===== src/rtl/t1ai_pkg.sv =====
package t1ai_pkg;
    typedef enum logic [1:0] {
        SRC_NONE = 2'd0,
        SRC_ONES = 2'd1,
        SRC_LUP  = 2'd2,
        SRC_LDN  = 2'd3
    } code_src_e;

    typedef struct packed {
        logic line;
        logic valid;
    } out_reg_t;
endpackage


===== src/rtl/t1ai_phase_ctr.sv =====
module t1ai_phase_ctr #(
    parameter int LEN = 5,
    localparam int PW = (LEN > 1) ? $clog2(LEN) : 1
) (
    input  logic          clk_i,
    input  logic          rst_ni,
    input  logic          clear_i,
    input  logic          step_i,
    output logic [PW-1:0] phase_o,
    output logic          last_o
);
    localparam logic [PW-1:0] LAST = PW'(LEN - 1);

    logic [PW-1:0] phase_d, phase_q;

    always_comb begin
        phase_d = phase_q;
        if (clear_i) begin
            phase_d = '0;
        end else if (step_i) begin
            phase_d = (phase_q == LAST) ? '0 : phase_q + 1'b1;
        end
    end

    always_ff @(posedge clk_i) begin
        if (!rst_ni) phase_q <= '0;
        else         phase_q <= phase_d;
    end

    assign phase_o = phase_q;
    assign last_o  = (phase_q == LAST);
endmodule


===== src/rtl/t1ai_code_arb.sv =====
module t1ai_code_arb
    import t1ai_pkg::*;
(
    input  logic      all_ones_n_i,
    input  logic      loop_up_i,
    input  logic      loop_dn_i,
    output code_src_e src_o
);
    always_comb begin
        if (!all_ones_n_i)   src_o = SRC_ONES;
        else if (loop_up_i)  src_o = SRC_LUP;
        else if (loop_dn_i)  src_o = SRC_LDN;
        else                 src_o = SRC_NONE;
    end
endmodule


===== src/rtl/t1ai_yellow.sv =====
module t1ai_yellow #(
    parameter int FRAME_W   = 5,
    parameter int CHAN_W    = 5,
    parameter int BIT_W     = 3,
    parameter int NUM_CHAN  = 24,
    parameter int SEC_FRAME = 12,
    parameter int YEL_BIT   = 1,
    parameter int YEL_RUN   = 8,
    localparam int YW = $clog2(2 * YEL_RUN)
) (
    input  logic               esf_mode_i,
    input  logic               japan_mode_i,
    input  logic               esf_yel_i,
    input  logic               d4_yel_i,
    input  logic               d4_sec_yel_i,
    input  logic               oh_pos_i,
    input  logic               dl_pos_i,
    input  logic [FRAME_W-1:0] frame_num_i,
    input  logic [CHAN_W-1:0]  chan_num_i,
    input  logic [BIT_W-1:0]   bit_idx_i,
    input  logic [YW-1:0]      esf_phase_i,
    output logic               hit_o,
    output logic               val_o
);
    localparam logic [YW-1:0]      RUN_END = YW'(YEL_RUN);
    localparam logic [FRAME_W-1:0] SEC_FR  = FRAME_W'(SEC_FRAME);
    localparam logic [BIT_W-1:0]   Y_BIT   = BIT_W'(YEL_BIT);
    localparam logic [CHAN_W-1:0]  N_CH    = CHAN_W'(NUM_CHAN);

    always_comb begin
        hit_o = 1'b0;
        val_o = 1'b0;
        if (esf_mode_i) begin
            if (esf_yel_i && dl_pos_i) begin
                hit_o = 1'b1;
                val_o = japan_mode_i ? 1'b1 : (esf_phase_i < RUN_END);
            end
        end else begin
            if (d4_sec_yel_i && oh_pos_i && frame_num_i == SEC_FR) begin
                hit_o = 1'b1;
                val_o = 1'b1;
            end else if (d4_yel_i && !oh_pos_i && bit_idx_i == Y_BIT
                         && chan_num_i < N_CH) begin
                hit_o = 1'b1;
                val_o = 1'b0;
            end
        end
    end
endmodule


===== src/rtl/t1_alarm_inserter.sv =====
module t1_alarm_inserter
    import t1ai_pkg::*;
#(
    parameter int FRAME_W   = 5,
    parameter int CHAN_W    = 5,
    parameter int BIT_W     = 3,
    parameter int NUM_CHAN  = 24,
    parameter int SEC_FRAME = 12,
    parameter int YEL_BIT   = 1,
    parameter int LUP_LEN   = 5,
    parameter int LDN_LEN   = 3,
    parameter int YEL_RUN   = 8
) (
    input  logic               clk_i,
    input  logic               rst_ni,
    input  logic               bit_en_i,
    input  logic               data_i,
    input  logic               oh_pos_i,
    input  logic               dl_pos_i,
    input  logic [FRAME_W-1:0] frame_num_i,
    input  logic [CHAN_W-1:0]  chan_num_i,
    input  logic [BIT_W-1:0]   bit_idx_i,
    input  logic               esf_mode_i,
    input  logic               japan_mode_i,
    input  logic               esf_yel_i,
    input  logic               d4_yel_i,
    input  logic               d4_sec_yel_i,
    input  logic               all_ones_n_i,
    input  logic               loop_up_i,
    input  logic               loop_dn_i,
    input  logic               oh_keep_i,
    output logic               line_o,
    output logic               line_valid_o
);
    localparam int YEL_LEN = 2 * YEL_RUN;
    localparam int YW      = $clog2(YEL_LEN);
    localparam int LUW     = (LUP_LEN > 1) ? $clog2(LUP_LEN) : 1;
    localparam int LDW     = (LDN_LEN > 1) ? $clog2(LDN_LEN) : 1;

    code_src_e src;
    logic      code_owns, code_bit;
    logic      lup_step, lup_clr, lup_last;
    logic      ldn_step, ldn_clr, ldn_last;
    logic      yel_step, yel_clr, yel_active;
    logic      yel_hit, yel_val;
    logic [LUW-1:0] lup_phase;
    logic [LDW-1:0] ldn_phase;
    logic [YW-1:0]  yel_phase;
    out_reg_t  out_d, out_q;

    t1ai_code_arb u_arb (
        .all_ones_n_i (all_ones_n_i),
        .loop_up_i    (loop_up_i),
        .loop_dn_i    (loop_dn_i),
        .src_o        (src)
    );

    t1ai_phase_ctr #(.LEN(LUP_LEN)) u_lup_ctr (
        .clk_i   (clk_i),
        .rst_ni  (rst_ni),
        .clear_i (lup_clr),
        .step_i  (lup_step),
        .phase_o (lup_phase),
        .last_o  (lup_last)
    );

    t1ai_phase_ctr #(.LEN(LDN_LEN)) u_ldn_ctr (
        .clk_i   (clk_i),
        .rst_ni  (rst_ni),
        .clear_i (ldn_clr),
        .step_i  (ldn_step),
        .phase_o (ldn_phase),
        .last_o  (ldn_last)
    );

    t1ai_phase_ctr #(.LEN(YEL_LEN)) u_yel_ctr (
        .clk_i   (clk_i),
        .rst_ni  (rst_ni),
        .clear_i (yel_clr),
        .step_i  (yel_step),
        .phase_o (yel_phase),
        .last_o  ()
    );

    t1ai_yellow #(
        .FRAME_W   (FRAME_W),
        .CHAN_W    (CHAN_W),
        .BIT_W     (BIT_W),
        .NUM_CHAN  (NUM_CHAN),
        .SEC_FRAME (SEC_FRAME),
        .YEL_BIT   (YEL_BIT),
        .YEL_RUN   (YEL_RUN)
    ) u_yel (
        .esf_mode_i   (esf_mode_i),
        .japan_mode_i (japan_mode_i),
        .esf_yel_i    (esf_yel_i),
        .d4_yel_i     (d4_yel_i),
        .d4_sec_yel_i (d4_sec_yel_i),
        .oh_pos_i     (oh_pos_i),
        .dl_pos_i     (dl_pos_i),
        .frame_num_i  (frame_num_i),
        .chan_num_i   (chan_num_i),
        .bit_idx_i    (bit_idx_i),
        .esf_phase_i  (yel_phase),
        .hit_o        (yel_hit),
        .val_o        (yel_val)
    );

    // Code selection, phase control and next output bit
    always_comb begin
        code_owns = (src != SRC_NONE) && !(oh_keep_i && oh_pos_i);
        unique case (src)
            SRC_ONES: code_bit = 1'b1;
            SRC_LUP:  code_bit = lup_last;
            SRC_LDN:  code_bit = ldn_last;
            default:  code_bit = 1'b0;
        endcase

        lup_clr    = (src != SRC_LUP);
        lup_step   = bit_en_i && (src == SRC_LUP) && code_owns;
        ldn_clr    = (src != SRC_LDN);
        ldn_step   = bit_en_i && (src == SRC_LDN) && code_owns;
        yel_active = (src == SRC_NONE) && esf_mode_i && esf_yel_i;
        yel_clr    = !yel_active;
        yel_step   = bit_en_i && yel_active && dl_pos_i;

        out_d = out_q;
        out_d.valid = bit_en_i;
        if (bit_en_i) begin
            if (code_owns)
                out_d.line = code_bit;
            else if (src == SRC_NONE && yel_hit)
                out_d.line = yel_val;
            else
                out_d.line = data_i;
        end
    end

    always_ff @(posedge clk_i) begin
        if (!rst_ni) out_q <= '0;
        else         out_q <= out_d;
    end

    assign line_o       = out_q.line;
    assign line_valid_o = out_q.valid;
endmodule


===== config.mk =====
export PLATFORM = sky130hd
export DESIGN_NAME = t1_alarm_inserter
export DESIGN_NICKNAME = d
export VERILOG_FILES = /design/src/rtl/t1ai_pkg.sv /design/src/rtl/t1ai_phase_ctr.sv /design/src/rtl/t1ai_code_arb.sv /design/src/rtl/t1ai_yellow.sv /design/src/rtl/t1_alarm_inserter.sv
export SDC_FILE = /design/constraint.sdc
export NUM_CORES = 1
export LEC_CHECK = 0
export ABC_CLOCK_PERIOD_IN_PS = 2900
export BUFFER_PORTS_ARGS = -buffer_cell sky130_fd_sc_hd__buf_4
export CORE_AREA = 2 2 43 45
export DETAILED_ROUTE_END_ITERATION = 16
export DIE_AREA = 0 0 45 47
export HOLD_SLACK_MARGIN = 0.03
export PLACE_DENSITY = 0.73
export SYNTH_ARGS = -nofsm -noshare
export SYNTH_HDL_FRONTEND = slang
export SYNTH_SLANG_ARGS = --single-unit

===== constraint.sdc =====
create_clock -name clk_i -period 2.9 [get_ports clk_i]
set_clock_uncertainty 0.2 [all_clocks]
set_input_delay 0.435 -clock clk_i [delete_from_list [all_inputs] [get_ports clk_i]]
set_output_delay 0.435 -clock clk_i [all_outputs]
set_load 0.01 [all_outputs]

---- After elaboration in Yosys (flattened, before gate mapping) ----
Cells that the tools add are included.
Widths: inputs -> output; s select.
word-level totals
  flip-flop bits (word level) ............. 11
  latch bits .............................. 0
  memory bits (writable) .................. 0
  bits in read-only memories .............. 0
  bits of input ports ..................... 28
  logic and storage cells ................. 62
  memories kept ........................... 0
cells by class
  add/sub/neg operators ................... 3
  multiply operators ...................... 0
  div/mod/pow operators ................... 0
  order comparisons ....................... 2
  equality and inequality tests ........... 10
  shift-type cells ........................ 0
  multiplexer cells ....................... 17
  bitwise gates (word level) .............. 1
  reduce and logical (&&, ||, !) cells .... 24
operator list
  operator             number
  $logic_and 1x1->1    17
  $mux 1               10
  $mux 2               4
  $eq 2x2->1 const B   3
  $eq 5x4->1 const B   1
  $lt 5x5->1 const B   1
  $add 4x1->4 const B  1
  $eq 4x4->1 const B   1
  $lt 4x4->1 const B   1
  $mux 4               1
  $ne 2x2->1 const B   2
  $reduce_or 2->1      2
  $add 3x1->3 const B  1
  $eq 3x1->1 const B   1
  $eq 3x3->1 const B   1
  $mux 3               1
  $pmux 1 s3           1
  $add 2x1->2 const B  1
  $eq 2x1->1 const B   1
  $logic_not 1->1      2
  $logic_not 2->1      1
  $reduce_and 2->1     1
  $reduce_bool 2->1    1
  $not 1->1            1

---- Depth between registers and ports, before layout ----
  depth in word-level cells ............... 10
  depth in mapped cells ................... 7
  gate-level depth less buffers ........... 7

---- Cells and area by module ----
Synthesis repeated with hierarchy kept, for this count alone.
second synthesis, totals
  cells, all modules ...................... 80
  area total of the unflattened synthesis .. 703.2 µm²
modules (own cells, without submodules)
  module                       instances  cells each  area an instance (µm²)  seq. area each (µm²)
  t1ai_phase_ctr at u_yel_ctr  1          18          187.7                   80.1
  t1_alarm_inserter            1          21          171.4                   40.0
  t1ai_phase_ctr at u_lup_ctr  1          18          158.9                   60.1
  t1ai_phase_ctr at u_ldn_ctr  1          10          95.1                    40.0
  t1ai_yellow                  1          10          70.1                    0.0
  t1ai_code_arb                1          3           20.0                    0.0

---- Worst setup path before layout ----
No wires, ideal clock.
  path kind ............................... input port to flip-flop
  start ................................... in bit_idx_i[1]
  end ..................................... reg out_q (netlist bit line_o)
  setup time .............................. 0.117 ns
  data arrival time ....................... 1.509 ns
  required time ........................... 2.583 ns
  slack ................................... 1.073 ns
  stages .................................. 5
  cells stage by stage .................... nand4bb_1 a2111oi_0 o21ai_0 a211o_1 a32o_1
on the way
  word-level cells in the longest chain between the ends .. 9
ends and longest elaborated chain
  element                 line                      source
  start: declaration      t1_alarm_inserter.sv:22   input logic [BIT_W-1:0] bit_idx_i,
  $eq 3x1->1              t1ai_yellow.sv:42         end else if (d4_yel_i && !oh_pos_i && bit_idx_i == Y_BIT
  $logic_and 1x1->1       t1ai_yellow.sv:42
  $logic_and 1x1->1       t1ai_yellow.sv:43         && chan_num_i < N_CH) begin
  $mux 1                  t1ai_yellow.sv:42
  $mux 1                  t1ai_yellow.sv:39         if (d4_sec_yel_i && oh_pos_i && frame_num_i == SEC_FR) begin
  $mux 1                  t1ai_yellow.sv:33         if (esf_mode_i) begin
  $logic_and 1x1->1       t1_alarm_inserter.sv:132  else if (src == SRC_NONE && yel_hit)
  $mux 1                  t1_alarm_inserter.sv:132
  $mux 1                  t1_alarm_inserter.sv:130  if (code_owns)
  end signal: assignment  t1_alarm_inserter.sv:141  else out_q <= out_d;
  end: declaration        t1_alarm_inserter.sv:49   out_reg_t out_d, out_q;
No other way between the ends.
A chain may end at the register's enable or synchronous reset.

---- Worst setup path in the final report ----
  start ................................... in oh_pos_i
  end ..................................... reg out_q (netlist bit line_o)
on the way
  word-level cells in the longest chain between the ends .. 10
  elaborated cells between the ends (all ways) .. 17
  those cells by class .................... mux (7); reduce/logical (10)
ends and longest elaborated chain
  element                          line                      source
  start: declaration               t1_alarm_inserter.sv:18   input logic oh_pos_i,
  $logic_not 1->1                  t1ai_yellow.sv:42
  $logic_and 1x1->1 (2 in series)  t1ai_yellow.sv:42
  $logic_and 1x1->1                t1ai_yellow.sv:43
  $mux 1                           t1ai_yellow.sv:42
  $mux 1                           t1ai_yellow.sv:39
  $mux 1                           t1ai_yellow.sv:33
  $logic_and 1x1->1                t1_alarm_inserter.sv:132
  $mux 1                           t1_alarm_inserter.sv:132
  $mux 1 *                         t1_alarm_inserter.sv:130
Every way passes the cells marked *; elsewhere a longest branch is shown, timed or not.

==> summary.txt <==
Net Sw Frac = 0.239
Total congestion overflow = 0
Post-Syn Area per Cell = 8.33 µm²
Startpoint Class = input port
Vias in the first global route = 582
Critical R2R Launch = u_lup_ctr.phase_o[0]$_SDFFE_PP0P_
Worst rel slew slack = 0.767
Io pins = 30
Worst Reg-to-Reg Cells = 7
Combinational fraction of design power = 0.169
Adder-Cell Fraction of Synth Area = 0.0593
DIE AREA = 2120 µm²
Drt first-iter violations = 8
Synth Net Count = 107
Clk pwr share = 0.339
Initial antenna violation count = 0
H-tree lvl count = 1
Crit path cell chain = buf_4 > nand4bb_1 > a2111oi_0 > o21ai_0 > a211o_1 > a32o_1
Count of hold-fix buffers inserted at cts = 0
Synth area leader = dfxtp_1
Crit Path Class = in2reg
Worst setup path start = oh_pos_i
Area share of the largest cell type after synthesis = 0.348
CTS max path bufs = 2
Height of the die = 47 µm
Most used routing layer in global routing = met2
Largest net degree at the start of global routing = 9
# resized after CTS = 0
Total power = 314 µW
Synth unique cells = 28
Reg clk slew, reported paths = 70 ps
PwrDens = 363 nW/µm²
RSZ-0062 raised after global routing = false
Root buf cell = clkbuf_4
Area share of and/or/nand/nor cells after synthesis = 0.334
Max IR drop VDD = 0.341 mV
Register area = 220 µm²
Hold path startpoint = rst_ni
Arrival @ worst endpoint = 1720 ps
Final period utilization = 0.605
I/O Buffers = 26
Row count = 15
Setup TNS = 0 ps
CP required = 2860 ps
TritonCTS Buffers = 3
R2R Setup Slk = 1400 ps
Final setup viols = 0
First-pass GRT wire length = 2410 µm
GR Util met1 = 0.185
Clock latency on the worst-skew pair = 270 ps
Endpoint type of the worst setup path = flop
Internal power = 239 µW
# diodes = 0
Met2 usage = 0.269
Area growth syn-to-layout = 36.6%
Worst Path Max Fanout = 4
Pre-antenna DRT Iters = 4
Met3 Usage GRT = 0.0577
Sw power = 74.9 µW
Maximum capacitance violations = 0
# fillers = 172
DP HPWL = 1150 µm
DR WL/cell = 11.8 µm
Synth area leaders = dfxtp_1 35%, a21oi_1 7.1%, ha_1 5.9%, o21ai_0 4.7%, nand2_1 4.7%
Endpoints failing hold = 0
Drt total wl = 1440 µm
DRC viols = 0
Layout cell share with drive strength beyond 1 = 0.314
CP delay by family, top = compound AO/OA/AOI/OAI gates
Mux contribution to synthesized area = 0.0316
Post-synthesis sequential area ratio = 0.348
Seq pwr share = 0.492
Mapped Area = 633 µm²
Clock sink total = 11
Width of the die = 45 µm
Overall routing resource usage = 0.156
Synth Area in XOR/XNOR = 0.0138
Slowest-stage cell, CP = a2111oi_0
WHS Endpoint = line_o$_SDFFE_PN0P_
Syn Inst Count = 76
CTS tree = done
Largest family of logic cells by synthesized area = simple AND/OR/NAND/NOR gates
Area fraction in compound gates after synthesis = 0.172
Vias = 635
GP Congestion = 0.713
Final min period = 1750 ps
WHS Path Cells = 2
Slowest stage delay, CP = 370 ps
Post-CTS setup buffer count = 0
Routed Antenna Nets = 0
Number of synthesis warnings = 0
Leakage = 0.000343 µW
Worst-margin pin slew = 341 ps
Core ar. = 1650 µm²
HP Class = in2reg
Dpl cell area = 838 µm²
Flops & latches, synth = 11
F_max = 570 MHz
Nets = 137
DR vias/cell = 5.20
Initial Util = 0.383
Max-slew violation count = 0
End of the worst register-to-register path = line_o$_SDFFE_PN0P_
Multi-input gate area = 387 µm²
Finished Cell Area = 865 µm²
CP bufs+invs = 1
Status = finished, final reports clean
-- per-stage QoR --
step | setup WS, ps | cells | utilization | hold slack, ps
2_1_floorplan | 1070 | 76 | - | 248
3_3_place_gp | 846 | 118 | 0.508 | 263
3_5_place_dp | 826 | 118 | 0.508 | 265
4_1_cts | 1120 | 122 | 0.523 | 221
5_1_grt | 966 | 122 | 0.523 | 228
6_report | 1150 | 122 | 0.523 | 223
-- flip-flops by register name, indices dropped and copies added (netlist names) --
register           count
u_yel_ctr.phase_o      4
u_lup_ctr.phase_o      3
u_ldn_ctr.phase_o      2
line_o                 1
line_valid_o           1
-- power by group through the flow --
stage | Sequential (µW) | Clock, µW | Combinational [µW]
2_1_floorplan | 159 | 0 | 16.9
3_3_place_gp | 158 | 0 | 52.3
3_5_place_dp | 158 | 0 | 53.1
4_1_cts | 155 | 110 | 53.1
5_1_grt | 155 | 118 | 57.8
6_report | 155 | 106 | 53.0
-- per-layer routing --
metal	part of all wire	wire, µm
met4	0.0055	8
met5	0	0
met2	0.48	689
met3	0.049	70
met1	0.47	675
-- final cells by class --
type                            instances  area share
Multi-Input combinational cell         60       0.447
Sequential cell                        11       0.255
Timing Repair Buffer                   26       0.226
Clock buffer                            4      0.0304
Tap cell                               17      0.0246
Inverter                                4      0.0174
-- worst max-delay path by stage --
stage / endpoint / slack [ps] / depth (start not counted)
after floorplan: line_o$_SDFFE_PN0P_ / 1070 / 5
after global placement: line_o$_SDFFE_PN0P_ / 850 / 6
after detailed placement: line_o$_SDFFE_PN0P_ / 830 / 6
after CTS: line_o$_SDFFE_PN0P_ / 1120 / 6
after global routing: line_o$_SDFFE_PN0P_ / 970 / 6
final: line_o$_SDFFE_PN0P_ / 1150 / 6
-- synth_stat cells --
cell type	count
dfxtp_1	11
a21oi_1	9
nand2_1	8
nor2_1	6
o21ai_0	6
inv_1	4
nand3_1	4
ha_1	3
and3_1	2
mux2i_1	2
nand4_1	2
nor4bb_1	2
or3b_2	2
a2111oi_0	1
a211o_1	1
a31oi_1	1
a32o_1	1
and2_1	1
buf_6	1
nand2_2	1
nand4b_1	1
nand4bb_1	1
nor2b_1	1
nor3_1	1
nor3b_1	1
nor3b_4	1
or3_1	1
xor2_1	1
-- layout by cell type, fill, tap and decap left out, types with 2 or more instances in the layout --
master,count
ha_1,3
nand3_1,4
mux2i_1,2
and3_1,2
inv_1,4
nor2_1,6
or3b_2,2
nand2_1,8
nand4_1,2
clkbuf_4,3
buf_4,26
a21oi_1,9
nor4bb_1,2
dfxtp_1,11
o21ai_0,6
-- logic make-up (layout without fill, tap and decap cells) --
group,after synthesis,after routing
AND/OR/NAND/NOR,35,35
AO/OA/AOI/OAI,19,19
flip-flops,11,11
buffers and inverters,5,34
adder cells (fa/ha/maj),3,3
multiplexers,2,2
XOR/XNOR,1,1
No activity file was read; power rests on OpenSTA's default activity.
